--- src/rtl/vidpkt_pkg.sv ---
package vidpkt_pkg;

  typedef enum logic [3:0] {
    ST_IDLE, ST_LSTART, ST_HSA, ST_HSE, ST_HBP, ST_PIX, ST_NUL, ST_HFP, ST_EOT
  } step_t;

  typedef enum logic [1:0] {
    RG_VSYNC, RG_VBACK, RG_ACTIVE, RG_VFRONT
  } region_t;

  localparam logic [5:0] DT_VSS   = 6'h01;
  localparam logic [5:0] DT_VSE   = 6'h11;
  localparam logic [5:0] DT_HSS   = 6'h21;
  localparam logic [5:0] DT_HSE   = 6'h31;
  localparam logic [5:0] DT_EOT   = 6'h08;
  localparam logic [5:0] DT_NULL  = 6'h09;
  localparam logic [5:0] DT_BLANK = 6'h19;

  typedef struct packed {
    logic burst;
    logic hse_vblank;
    logic skip_hsa;
    logic skip_hbp;
    logic skip_hfp;
    logic eot_off;
  } lineflags_t;

  // Whether a step takes part in a line of the given kind.
  function automatic logic step_on(step_t s, logic active, lineflags_t f);
    case (s)
      ST_HSA:  return active && !f.skip_hsa;
      ST_HSE:  return active ? !f.skip_hsa : f.hse_vblank;
      ST_HBP:  return active && !f.skip_hbp;
      ST_PIX:  return active;
      ST_NUL:  return active && !f.burst;
      ST_HFP:  return active && !f.skip_hfp;
      ST_EOT:  return !f.eot_off;
      default: return 1'b0;
    endcase
  endfunction

  // Next enabled step after cur within one line; ST_IDLE means the line is over.
  function automatic step_t step_after(step_t cur, logic active, lineflags_t f);
    step_t r;
    r = ST_IDLE;
    for (int i = int'(ST_EOT); i > int'(cur); i--) begin
      if (step_on(step_t'(4'(i)), active, f)) r = step_t'(4'(i));
    end
    return r;
  endfunction

  function automatic logic [5:0] pixel_dt(logic [1:0] fmt);
    case (fmt)
      2'd0:    return 6'h0e;
      2'd1:    return 6'h1e;
      2'd2:    return 6'h2e;
      default: return 6'h3e;
    endcase
  endfunction

endpackage

--- src/rtl/vidpkt_vtiming.sv ---
module vidpkt_vtiming
  import vidpkt_pkg::*;
#(
  parameter int LINE_W = 12
) (
  input  logic              clk,
  input  logic              rst,
  input  logic              load,
  input  logic              adv,
  input  logic [LINE_W-1:0] cnt_vs,
  input  logic [LINE_W-1:0] cnt_vb,
  input  logic [LINE_W-1:0] cnt_va,
  input  logic [LINE_W-1:0] cnt_vf,
  output region_t           region,
  output logic              first_line,
  output logic              last_line,
  output logic              empty
);

  localparam int NREG = 4;

  logic [LINE_W-1:0] live  [NREG];
  logic [LINE_W-1:0] cnt_q [NREG];
  logic [LINE_W-1:0] line_q;
  region_t           rg_q;
  region_t           nxt_rg;
  region_t           load_rg;
  logic              nz_after;
  logic              region_end;

  assign live[0] = cnt_vs;
  assign live[1] = cnt_vb;
  assign live[2] = cnt_va;
  assign live[3] = cnt_vf;

  always_comb begin
    nxt_rg   = rg_q;
    nz_after = 1'b0;
    load_rg  = RG_VSYNC;
    empty    = 1'b1;
    for (int i = NREG - 1; i >= 0; i--) begin
      if (i > int'(rg_q) && cnt_q[i] != '0) begin
        nxt_rg   = region_t'(2'(i));
        nz_after = 1'b1;
      end
      if (live[i] != '0) begin
        load_rg = region_t'(2'(i));
        empty   = 1'b0;
      end
    end
  end

  assign region_end = (line_q == LINE_W'(cnt_q[rg_q] - 1'b1));
  assign region     = rg_q;
  assign first_line = (line_q == '0);
  assign last_line  = region_end && !nz_after;

  generate
    for (genvar g = 0; g < NREG; g++) begin : g_cnt
      always_ff @(posedge clk) begin
        if (rst)       cnt_q[g] <= '0;
        else if (load) cnt_q[g] <= live[g];
      end
    end
  endgenerate

  always_ff @(posedge clk) begin
    if (rst) begin
      rg_q   <= RG_VSYNC;
      line_q <= '0;
    end else if (load) begin
      rg_q   <= load_rg;
      line_q <= '0;
    end else if (adv) begin
      if (region_end) begin
        rg_q   <= nxt_rg;
        line_q <= '0;
      end else begin
        line_q <= line_q + 1'b1;
      end
    end
  end

endmodule

--- src/rtl/vidpkt_hdr_enc.sv ---
module vidpkt_hdr_enc
  import vidpkt_pkg::*;
#(
  parameter int WC_W = 16,
  parameter int PX_W = 12
) (
  input  step_t           step,
  input  region_t         region,
  input  logic            first_line,
  input  logic [1:0]      vchan,
  input  logic [1:0]      pix_fmt,
  input  logic [WC_W-1:0] hsa_wc,
  input  logic [WC_W-1:0] hbp_wc,
  input  logic [WC_W-1:0] hfp_wc,
  input  logic [WC_W-1:0] null_wc,
  input  logic [PX_W-1:0] hact,
  output logic [WC_W+7:0] hdr
);

  localparam int EXT_W = PX_W + 4;

  logic [EXT_W-1:0] ext;
  logic [EXT_W-1:0] pix_bytes;
  logic [5:0]       dt;
  logic [WC_W-1:0]  wc;

  assign ext = EXT_W'(hact);

  always_comb begin
    case (pix_fmt)
      2'd0:    pix_bytes = ext << 1;
      2'd1:    pix_bytes = ((ext << 3) + ext) >> 2;
      default: pix_bytes = (ext << 1) + ext;
    endcase
  end

  always_comb begin
    dt = DT_HSS;
    wc = '0;
    case (step)
      ST_LSTART: begin
        if (first_line && region == RG_VSYNC)      dt = DT_VSS;
        else if (first_line && region == RG_VBACK) dt = DT_VSE;
        else                                       dt = DT_HSS;
      end
      ST_HSA: begin dt = DT_BLANK; wc = hsa_wc; end
      ST_HSE: dt = DT_HSE;
      ST_HBP: begin dt = DT_BLANK; wc = hbp_wc; end
      ST_PIX: begin dt = pixel_dt(pix_fmt); wc = WC_W'(pix_bytes); end
      ST_NUL: begin dt = DT_NULL; wc = null_wc; end
      ST_HFP: begin dt = DT_BLANK; wc = hfp_wc; end
      ST_EOT: dt = DT_EOT;
      default: dt = '0;
    endcase
  end

  assign hdr = {wc, vchan, dt};

endmodule

--- src/rtl/vidpkt_seq.sv ---
module vidpkt_seq
  import vidpkt_pkg::*;
#(
  parameter int LINE_W = 12,
  parameter int WC_W   = 16,
  parameter int PX_W   = 12
) (
  input  logic              clk,
  input  logic              rst,
  input  logic              start,
  input  logic              video_mode,
  input  logic [1:0]        vchan,
  input  logic [1:0]        pix_fmt,
  input  logic              burst_fill,
  input  logic              hse_vblank,
  input  logic              skip_hsa,
  input  logic              skip_hbp,
  input  logic              skip_hfp,
  input  logic              auto_vcount,
  input  logic              eot_off,
  input  logic [LINE_W-1:0] v_sync_lines,
  input  logic [LINE_W-1:0] v_back_lines,
  input  logic [LINE_W-1:0] v_active_lines,
  input  logic [LINE_W-1:0] v_front_lines,
  input  logic [WC_W-1:0]   h_sync_wc,
  input  logic [WC_W-1:0]   h_back_wc,
  input  logic [PX_W-1:0]   h_active_px,
  input  logic [WC_W-1:0]   h_front_wc,
  input  logic [WC_W-1:0]   null_wc,
  output logic              pkt_valid,
  input  logic              pkt_ready,
  output logic [WC_W+7:0]   pkt_hdr,
  output logic              frame_done
);

  localparam int HDR_W = WC_W + 8;

  logic              valid_q;
  logic              done_q;
  step_t             step_q;
  step_t             nxt_step;
  lineflags_t        flags_q;
  logic [1:0]        vc_q;
  logic [1:0]        fmt_q;
  logic [WC_W-1:0]   hsa_q, hbp_q, hfp_q, nul_q;
  logic [PX_W-1:0]   hact_q;

  region_t           region;
  logic              first_line;
  logic              last_line;
  logic              empty;
  logic              go;
  logic              take;
  logic              line_over;
  logic [LINE_W-1:0] eff_vs;
  logic [LINE_W-1:0] eff_vb;
  logic [HDR_W-1:0]  hdr_c;

  assign eff_vs    = auto_vcount ? '0 : v_sync_lines;
  assign eff_vb    = auto_vcount ? '0 : v_back_lines;
  assign go        = start && video_mode && !valid_q;
  assign take      = valid_q && pkt_ready;
  assign nxt_step  = step_after(step_q, region == RG_ACTIVE, flags_q);
  assign line_over = take && (nxt_step == ST_IDLE);

  vidpkt_vtiming #(.LINE_W(LINE_W)) u_vt (
    .clk        (clk),
    .rst        (rst),
    .load       (go),
    .adv        (line_over && !last_line),
    .cnt_vs     (eff_vs),
    .cnt_vb     (eff_vb),
    .cnt_va     (v_active_lines),
    .cnt_vf     (v_front_lines),
    .region     (region),
    .first_line (first_line),
    .last_line  (last_line),
    .empty      (empty)
  );

  vidpkt_hdr_enc #(.WC_W(WC_W), .PX_W(PX_W)) u_enc (
    .step       (step_q),
    .region     (region),
    .first_line (first_line),
    .vchan      (vc_q),
    .pix_fmt    (fmt_q),
    .hsa_wc     (hsa_q),
    .hbp_wc     (hbp_q),
    .hfp_wc     (hfp_q),
    .null_wc    (nul_q),
    .hact       (hact_q),
    .hdr        (hdr_c)
  );

  always_ff @(posedge clk) begin
    if (rst) begin
      flags_q <= '0;
      vc_q    <= '0;
      fmt_q   <= '0;
      hsa_q   <= '0;
      hbp_q   <= '0;
      hfp_q   <= '0;
      nul_q   <= '0;
      hact_q  <= '0;
    end else if (go) begin
      flags_q <= '{burst: burst_fill, hse_vblank: hse_vblank, skip_hsa: skip_hsa,
                   skip_hbp: skip_hbp, skip_hfp: skip_hfp, eot_off: eot_off};
      vc_q    <= vchan;
      fmt_q   <= pix_fmt;
      hsa_q   <= h_sync_wc;
      hbp_q   <= h_back_wc;
      hfp_q   <= h_front_wc;
      nul_q   <= null_wc;
      hact_q  <= h_active_px;
    end
  end

  always_ff @(posedge clk) begin
    if (rst) begin
      valid_q <= 1'b0;
      done_q  <= 1'b0;
      step_q  <= ST_IDLE;
    end else begin
      done_q <= 1'b0;
      if (go) begin
        if (empty) begin
          done_q <= 1'b1;
        end else begin
          valid_q <= 1'b1;
          step_q  <= ST_LSTART;
        end
      end else if (take) begin
        if (nxt_step != ST_IDLE) begin
          step_q <= nxt_step;
        end else if (last_line) begin
          valid_q <= 1'b0;
          step_q  <= ST_IDLE;
          done_q  <= 1'b1;
        end else begin
          step_q <= ST_LSTART;
        end
      end
    end
  end

  assign pkt_valid  = valid_q;
  assign pkt_hdr    = valid_q ? hdr_c : '0;
  assign frame_done = done_q;

endmodule

--- config.mk ---
export PLATFORM = sky130hd
export DESIGN_NAME = vidpkt_seq
export DESIGN_NICKNAME = d
export VERILOG_FILES = /design/src/rtl/vidpkt_pkg.sv /design/src/rtl/vidpkt_vtiming.sv /design/src/rtl/vidpkt_hdr_enc.sv /design/src/rtl/vidpkt_seq.sv
export SDC_FILE = /design/constraint.sdc
export NUM_CORES = 1
export LEC_CHECK = 0
export BUFFER_PORTS_ARGS = -buffer_cell sky130_fd_sc_hd__buf_2
export CAP_MARGIN = 20
export CORE_MARGIN = 3
export CORE_UTILIZATION = 35
export DETAILED_ROUTE_END_ITERATION = 10
export MAX_ROUTING_LAYER = met4
export PLACE_DENSITY = 0.59
export SYNTH_ARGS = -nofsm -noshare
export SYNTH_HDL_FRONTEND = slang
export SYNTH_SLANG_ARGS = --single-unit
--- constraint.sdc ---
create_clock -name clk -period 11.55 [get_ports clk]
set_clock_uncertainty 0.2 [all_clocks]
set_input_delay 0.5775 -clock clk [delete_from_list [all_inputs] [get_ports clk]]
set_output_delay 0.5775 -clock clk [all_outputs]
set_load 0.01 [all_outputs]
==> flow_summary_export.csv, run 1 <==
group,metric,value,unit
run_status,status,"finished clean",
cells_and_area,fin_nets,1247,
logic_synthesis,ys_ff_latch,156,
place,gp_congestion,0.882,
clock_network,cts-buffers-inserted,17,
run,maxCapViolCount,0,
routing,viasPerCell,5.31,
sta,tightest_slew,1.01,ns
sta,max_freq,192,MHz
logic_synthesis,post_synth_inst_count,961,
clock_network,clk_pin_slew,0.07,ns
sta,max_slew_margin,0.323,
place,dpl.hpwl,17800,um
clock_network,cts_resized,0,
routing,wl,24500,um
sta,rsz0062_at_grt,"false",
clock_network,htree_levels,4,
sta,setup_viol,0,
logic_synthesis,synth_compound_area_frac,0.176,
grt,grt_pass1_vias,7250,
die,coreArea,23100,sq um
worst_setup_path,critical_path.max_stage_delay,0.78,ns
worst_setup_path,cp-end-kind,"primary output",
logic_synthesis,synth_ff_type,"dfxtp_1",
logic_synthesis,async_flop_share,0,
cells_and_area,drive_gt1_frac,0.222,
cells_and_area,syn_to_final_growth,19.4,%
die,fp.dieW,160,um
logic_synthesis,synth_xor_area_frac,0.0273,
worst_setup_path,worstSetupStartpointType,"register",
logic_synthesis,synth_seq_area_share,0.432,
sta,min_period_over_period,0.452,
worst_setup_path,rrSetupSlack,7.31,ns
grt,grt_max_degree,92,
worst_setup_path,path_cells,"nor2b_1 -> mux2_2 -> ha_1 -> fa_1 -> a21o_1 -> a21oi_1 -> o21bai_1 -> a2111o_1 -> and3_1 -> o31ai_1 -> nand2_1 -> a31oi_1 -> buf_2",
place,post-place-ws,6.82,ns
logic_synthesis,avgSynthCellArea,8.68,sq um
logic_synthesis,synth.distinct_cells,69,
sta,finalWorstSetupSlack,6.33,ns
die,start_util,0.362,
worst_setup_path,critPathSlowestCell,"nor2b_1",
pwr,p_leak,3.79,nW
logic_synthesis,syn_nets,1116,
routing,vias,7541,
logic_synthesis,yosys.area_share.simple,0.246,
worst_setup_path,crit_fanout,12,
routing,final_antenna_net_count,0,
worst_setup_path,arrival,4.44,ns
sta,slew_viol_final,0,
pwr,vdd_ir_drop_max,0.0727,mV
grt,grt_antenna_before_repair,3,
sta,tns,0,ns
die,die_height,160,um
clock_network,cts_root_buf,"clkbuf_16",
grt,grt_pass1_wl,39200,um
logic_synthesis,synthesis.area,8340,sq um
place,io_buffers,165,
min_path,min_path_type,"in -> reg",
logic_synthesis,synthAdderAreaFrac,0.0234,
worst_setup_path,worstSetupPathType,"reg -> out",
clock_network,cts_buffer_depth,2,
routing,initialDrtViolationCount,652,
clock_network,post-cts-setup-buffers,0,
sta,period_needed,5.22,ns
worst_setup_path,required,10.77,ns
sta,hold_violations,0,
die,die_area,25700,sq um
logic_synthesis,synth-edff-count,48,
logic_synthesis,synth_top_family_by_area,"simple AND/OR/NAND/NOR gates",
clock_network,cts_tree,"done",
grt,grt_overflow,0,
clock_network,hold_buffers,0,
grt,grt_usage,0.195,
die,ios,166,
sta,holdWs,0.177,ns
clock_network,numClockSinks,156,
logic_synthesis,synthMuxAreaShare,0.0558,
routing,first_pass_iters,5,
die,rows,55,
routing,drc,0,
routing,wire_per_inst,17.2,um
pwr,powerDensity,133,nW/um^2
cells_and_area,n_fill_cell,2354,
logic_synthesis,yosysWarnings,0,
clock_network,clk_latency,0.44,ns
[cells in the mapped netlist, drive strengths merged (14+ instances only)]
cell	number	area, sq um
nand2	215	807
a21oi	120	601
dfxtp	108	2160
and2	55	344
clkbuf	51	209
edfxtp	48	1440
nor2	36	135
a22oi	29	218
nor4	26	163
a31oi	22	138
o21ai	20	100
nand3	19	100
xnor2	17	149
nor3	15	80.1
ha	14	175
[per-stage QoR]
stage	util	instances	total power [mW]	cell area (sq um)
finish	0.432	1421	1.33	9970
global route	0.432	1421	1.39	9970
CTS	0.432	1418	1.34	9960
detailed placement	0.406	1386	0.782	9370
global placement	0.406	1386	0.781	9370
floorplan	-	961	0.723	8340
[layout make-up]
cell class                 instances  area, sq um  area share
multi-input combinational        731         4430       0.445
sequential                       156         3600       0.362
timing repair buffer             174          896      0.0899
clock buffer                      17          425      0.0427
tap                              313          392      0.0393
clock inverter                    15          164      0.0164
inverter                          12         45.0     0.00452
antenna                            3         7.51    0.000753
[metal layers]
metal  wire (um)  vias to the layer above  GRT usage  part of all wire
met5           0                        -          -                 0
met4         401                        0     0.0639             0.016
met3        1350                       30     0.0361             0.055
met2       10800                      237      0.285              0.44
met1       11900                     3546      0.273              0.49
li1            -                     3728          -                 -
[worst paths after layout]
check | to | cells after the start | start
worst max-delay path | pkt_hdr[17] | 13 | fmt_q[0]
worst min-delay path | hbp_q[7] | 3 | h_back_wc[7]
worst max register to register | u_vt.line_q[4] | 8 | register
worst min register to register | vc_q[1] | 2 | vc_q[1]
[sequential cells by signal, indices dropped and copies added (netlist names), 2 cells and up, named ones only]
signal,cells
nul_q,16
hsa_q,16
fmt_q,2
hfp_q,16
u_vt.cnt_q,48
step_q,4
hbp_q,16
u_vt.line_q,12
u_vt.region,2
vc_q,2
hact_q,12
flags_q,6
[critical path, delay by kind of cell (launching register included)]
kind / cells / cell delay (ns)
compound gates: 6 / 1.39
simple gates: 3 / 1.06
buf+inv: 1 / 0.17
mux: 1 / 0.42
flops: 1 / 0.37
fa+ha+maj: 2 / 0.61
[logic make-up (layout without fill, tap and decap cells)]
| logic type | Yosys count | count (layout) |
|---|---|---|
| simple gates | 421 | 421 |
| compound gates | 241 | 241 |
| flops | 156 | 156 |
| buf+inv | 74 | 218 |
| mux | 28 | 28 |
| xor+xnor | 26 | 26 |
| fa+ha+maj | 15 | 15 |
| other cells | 0 | 3 |
[layout by cell type, fill, tap and decap left out, types with 17 or more instances in the layout]
cell	synthesis	final
nand2_1	215	215
buf_2	1	164
a21oi_1	120	120
dfxtp_1	108	108
and2_1	55	55
edfxtp_1	48	48
nor2_1	36	34
a22oi_1	29	29
nor4_1	26	26
a31oi_1	22	22
o21ai_0	20	20
nand3_1	18	18
xnor2_1	17	17
clkbuf_16	0	17
[report_power, final]
part	switching [mW]	total (mW)	leakage (nW)	internal [mW]
logic	0.0872	0.153	2.12	0.0657
clock network	0.270	0.560	0.284	0.290
registers	0.0242	0.617	1.39	0.593
Note: power is estimated with default switching activity, not from simulation.
==> run 2: changes to the inputs <==
--- a/config.mk
+++ b/config.mk
@@ -11,7 +11,7 @@
 export CORE_UTILIZATION = 35
 export DETAILED_ROUTE_END_ITERATION = 10
 export MAX_ROUTING_LAYER = met4
-export PLACE_DENSITY = 0.59
+export PLACE_DENSITY = 0.61
 export SYNTH_ARGS = -nofsm -noshare
 export SYNTH_HDL_FRONTEND = slang
 export SYNTH_SLANG_ARGS = --single-unit
==> constraint.sdc (replaced) <==
create_clock -name clk -period 4.4 [get_ports clk]
set_clock_uncertainty 0.2 [all_clocks]
set_input_delay 0.22 -clock clk [delete_from_list [all_inputs] [get_ports clk]]
set_output_delay 0.22 -clock clk [all_outputs]
set_load 0.01 [all_outputs]
==> run 2 against run 1 <==
Net effect: sequential power increased to 2.6 times the previous value; routed wire length grew 8.6%; register-to-register slack worse by 6.8 ns; largest cell class unchanged; design area up 14%; count of clock-buffer cells in the layout unchanged; critical path type unchanged; non-clock buffer count up 142; worst setup slack worse by 6.1 ns; global-route usage rose by 1.3 points; critical path depth unchanged.
==> flow_summary_export.csv, run 2 (synthesis gave the netlist of run 1 again) <==
group,metric,value,unit
pwr,seqPwrFrac,0.451,
sta,finalWorstSetupSlack,0.245,ns
cells_and_area,syn_to_final_growth,36.6,%
clock_network,post-cts-setup-buffers,0,
cells_and_area,final_cells,1561,
pwr,pwr-share-clk,0.407,
worst_setup_path,reg2reg_depth,9,
die,coreArea,23100,sq um
routing,wire_per_inst,17.0,um
clock_network,clk_latency,0.43,ns
routing,vias,8174,
clock_network,clk_pin_slew,0.07,ns
worst_setup_path,path_buf_inv,2,
min_path,hp-start,"video_mode",
routing,initialDrtViolationCount,691,
grt,grt_antenna_before_repair,0,
pwr,p_leak,4.40,nW
cells_and_area,largest-register,"u_vt.cnt_q",
place,dp_cells,1389,
die,rows,55,
place,post-place-ws,0.528,ns
grt,grt_overflow,0,
worst_setup_path,rrSetupSlack,0.49,ns
pwr,vdd_ir_drop_max,0.207,mV
worst_setup_path,r2r-end,"u_vt.line_q[3]",
worst_setup_path,worstSetupPathType,"reg -> out",
grt,grt_usage,0.209,
sta,tns,0,ns
worst_setup_path,worstSetupStartpointType,"register",
cells_and_area,fin_nets,1389,
cells_and_area,largest_register_ff_count,48,
sta,rsz0062_at_grt,"false",
min_path,min_path_type,"in -> reg",
clock_network,cts_root_buf,"clkbuf_16",
sta,slew_viol_final,0,
worst_setup_path,required,3.98,ns
pwr,total_power,3.59,mW
cells_and_area,drive_gt1_frac,0.202,
grt,grt_pass1_vias,7860,
pwr,p_comb_frac,0.142,
place,dpl.hpwl,18100,um
clock_network,cts_buffer_depth,2,
pwr,p_sw_frac,0.284,
sta,max_slew_margin,0.328,
routing,viasPerCell,5.24,
cells_and_area,layout_commonest_cell,"nand2_1",
sta,holdWs,0.163,ns
routing,final_antenna_net_count,0,
pwr,netSwitchingPower,1.02,mW
worst_setup_path,cp-end-kind,"primary output",
die,die_height,160,um
clock_network,cts_tree,"done",
place,gp_congestion,0.908,
worst_setup_path,arrival,3.73,ns
routing,wl,26600,um
sta,hold_violations,0,
sta,setup_viol,0,
sta,min_period_over_period,0.944,
routing,first_pass_iters,5,
min_path,worstHoldPathCells,6,
die,ios,166,
worst_setup_path,cp_num_cells,13,
clock_network,cts-buffers-inserted,17,
sta,period_needed,4.15,ns
worst_setup_path,critical_path.max_stage_delay,0.45,ns
place,io_buffers,165,
run_status,status,"finished clean",
die,fp.dieW,160,um
worst_setup_path,path_cells,"nor2b_4 -> buf_6 -> mux2_2 -> fa_1 -> a21o_1 -> a21oi_2 -> o21bai_1 -> a2111o_1 -> and3_1 -> o31ai_2 -> nand2_1 -> a31oi_1 -> buf_2",
pwr,p_int,2.57,mW
worst_setup_path,cpLargestDelayFamily,"compound AO/OA/AOI/OAI gates",
die,start_util,0.362,
sta,tightest_slew,1.01,ns
cells_and_area,layout_common_cells,"nand2_1, buf_2, dlygate4sd3_1",
min_path,holdPathEnd,"u_vt.line_q[11]",
grt,grt_pass1_wl,42100,um
cells_and_area,n_fill_cell,2184,
clock_network,numClockSinks,156,
routing,drc,0,
sta,max_freq,241,MHz
clock_network,htree_levels,4,
die,die_area,25700,sq um
pwr,powerDensity,315,nW/um^2
grt,grt_max_degree,92,
worst_setup_path,critPathSlowestCell,"a2111o_1",
run,maxCapViolCount,0,
worst_setup_path,crit_fanout,11,
## run 2: cell count changes in the layout (fill, tap and decap cells not counted), moves of 2 or more
cell,previous run,this run
dlygate4sd3_1,0,138
inv_6,2,4
diode_2,3,1
buf_4,10,12
## run 2: layout make-up
class | count | area [sq um] | area share
multi-input cells | 731 | 4450 | 0.391
repair buffers | 316 | 2320 | 0.204
inverters | 12 | 45.0 | 0.00395
clock inverters | 15 | 156 | 0.0137
flip-flops and latches | 156 | 3600 | 0.316
well taps | 313 | 392 | 0.0343
diodes | 1 | 2.50 | 0.000219
clock buffers | 17 | 425 | 0.0373
## run 2: timing repair
action,4_1_cts,5_1_grt
hold buffers,138,0
hold endpoints to repair,138,0
endpoints found under the setup margin,0,6
gates resized for setup,0,7
## run 2: worst max path at each step
stage / slack (ns) / to / startpoint
2_1_floorplan: 0.52 / pkt_hdr[19] / fmt_q[0]
3_3_place_gp: 0.59 / u_vt.line_q[8] / register
3_5_place_dp: 0.53 / u_vt.line_q[4] / register
4_1_cts: 0.10 / pkt_hdr[16] / fmt_q[0]
5_1_grt: 0.03 / pkt_hdr[17] / fmt_q[0]
6_report: 0.25 / pkt_hdr[17] / fmt_q[0]
## run 2: worst reg2reg max path: stages (launching register included)
cell	delay [ns]
dfxtp_1	0.45
buf_4	0.25
mux4_1	0.64
or4_4	0.49
or3_4	0.36
xor2_1	0.30
nor4b_4	0.10
and3_1	0.38
or4_1	0.54
a21oi_1	0.15
## run 2: routing by layer
layer,up-vias,part of all wire,GRT usage
met4,0,0.024,0.0663
met5,-,0,-
met1,3823,0.47,0.288
met3,46,0.045,0.0291
met2,295,0.46,0.318
li1,4010,-,-
## run 2: power groups by stage
stage / logic, mW / registers (mW) / clock network [mW]
6_report: 0.509 / 1.62 / 1.46
5_1_grt: 0.561 / 1.63 / 1.55
4_1_cts: 0.502 / 1.62 / 1.49
3_5_place_dp: 0.407 / 1.65 / 0
3_3_place_gp: 0.404 / 1.65 / 0
2_1_floorplan: 0.280 / 1.62 / 0
## run 2: per-stage QoR
step                cell area, sq um   util
finish                         11400  0.495
global route                   11400  0.494
CTS                            11400  0.493
detailed placement              9400  0.408
global placement                9400  0.408
floorplan                       8340      -
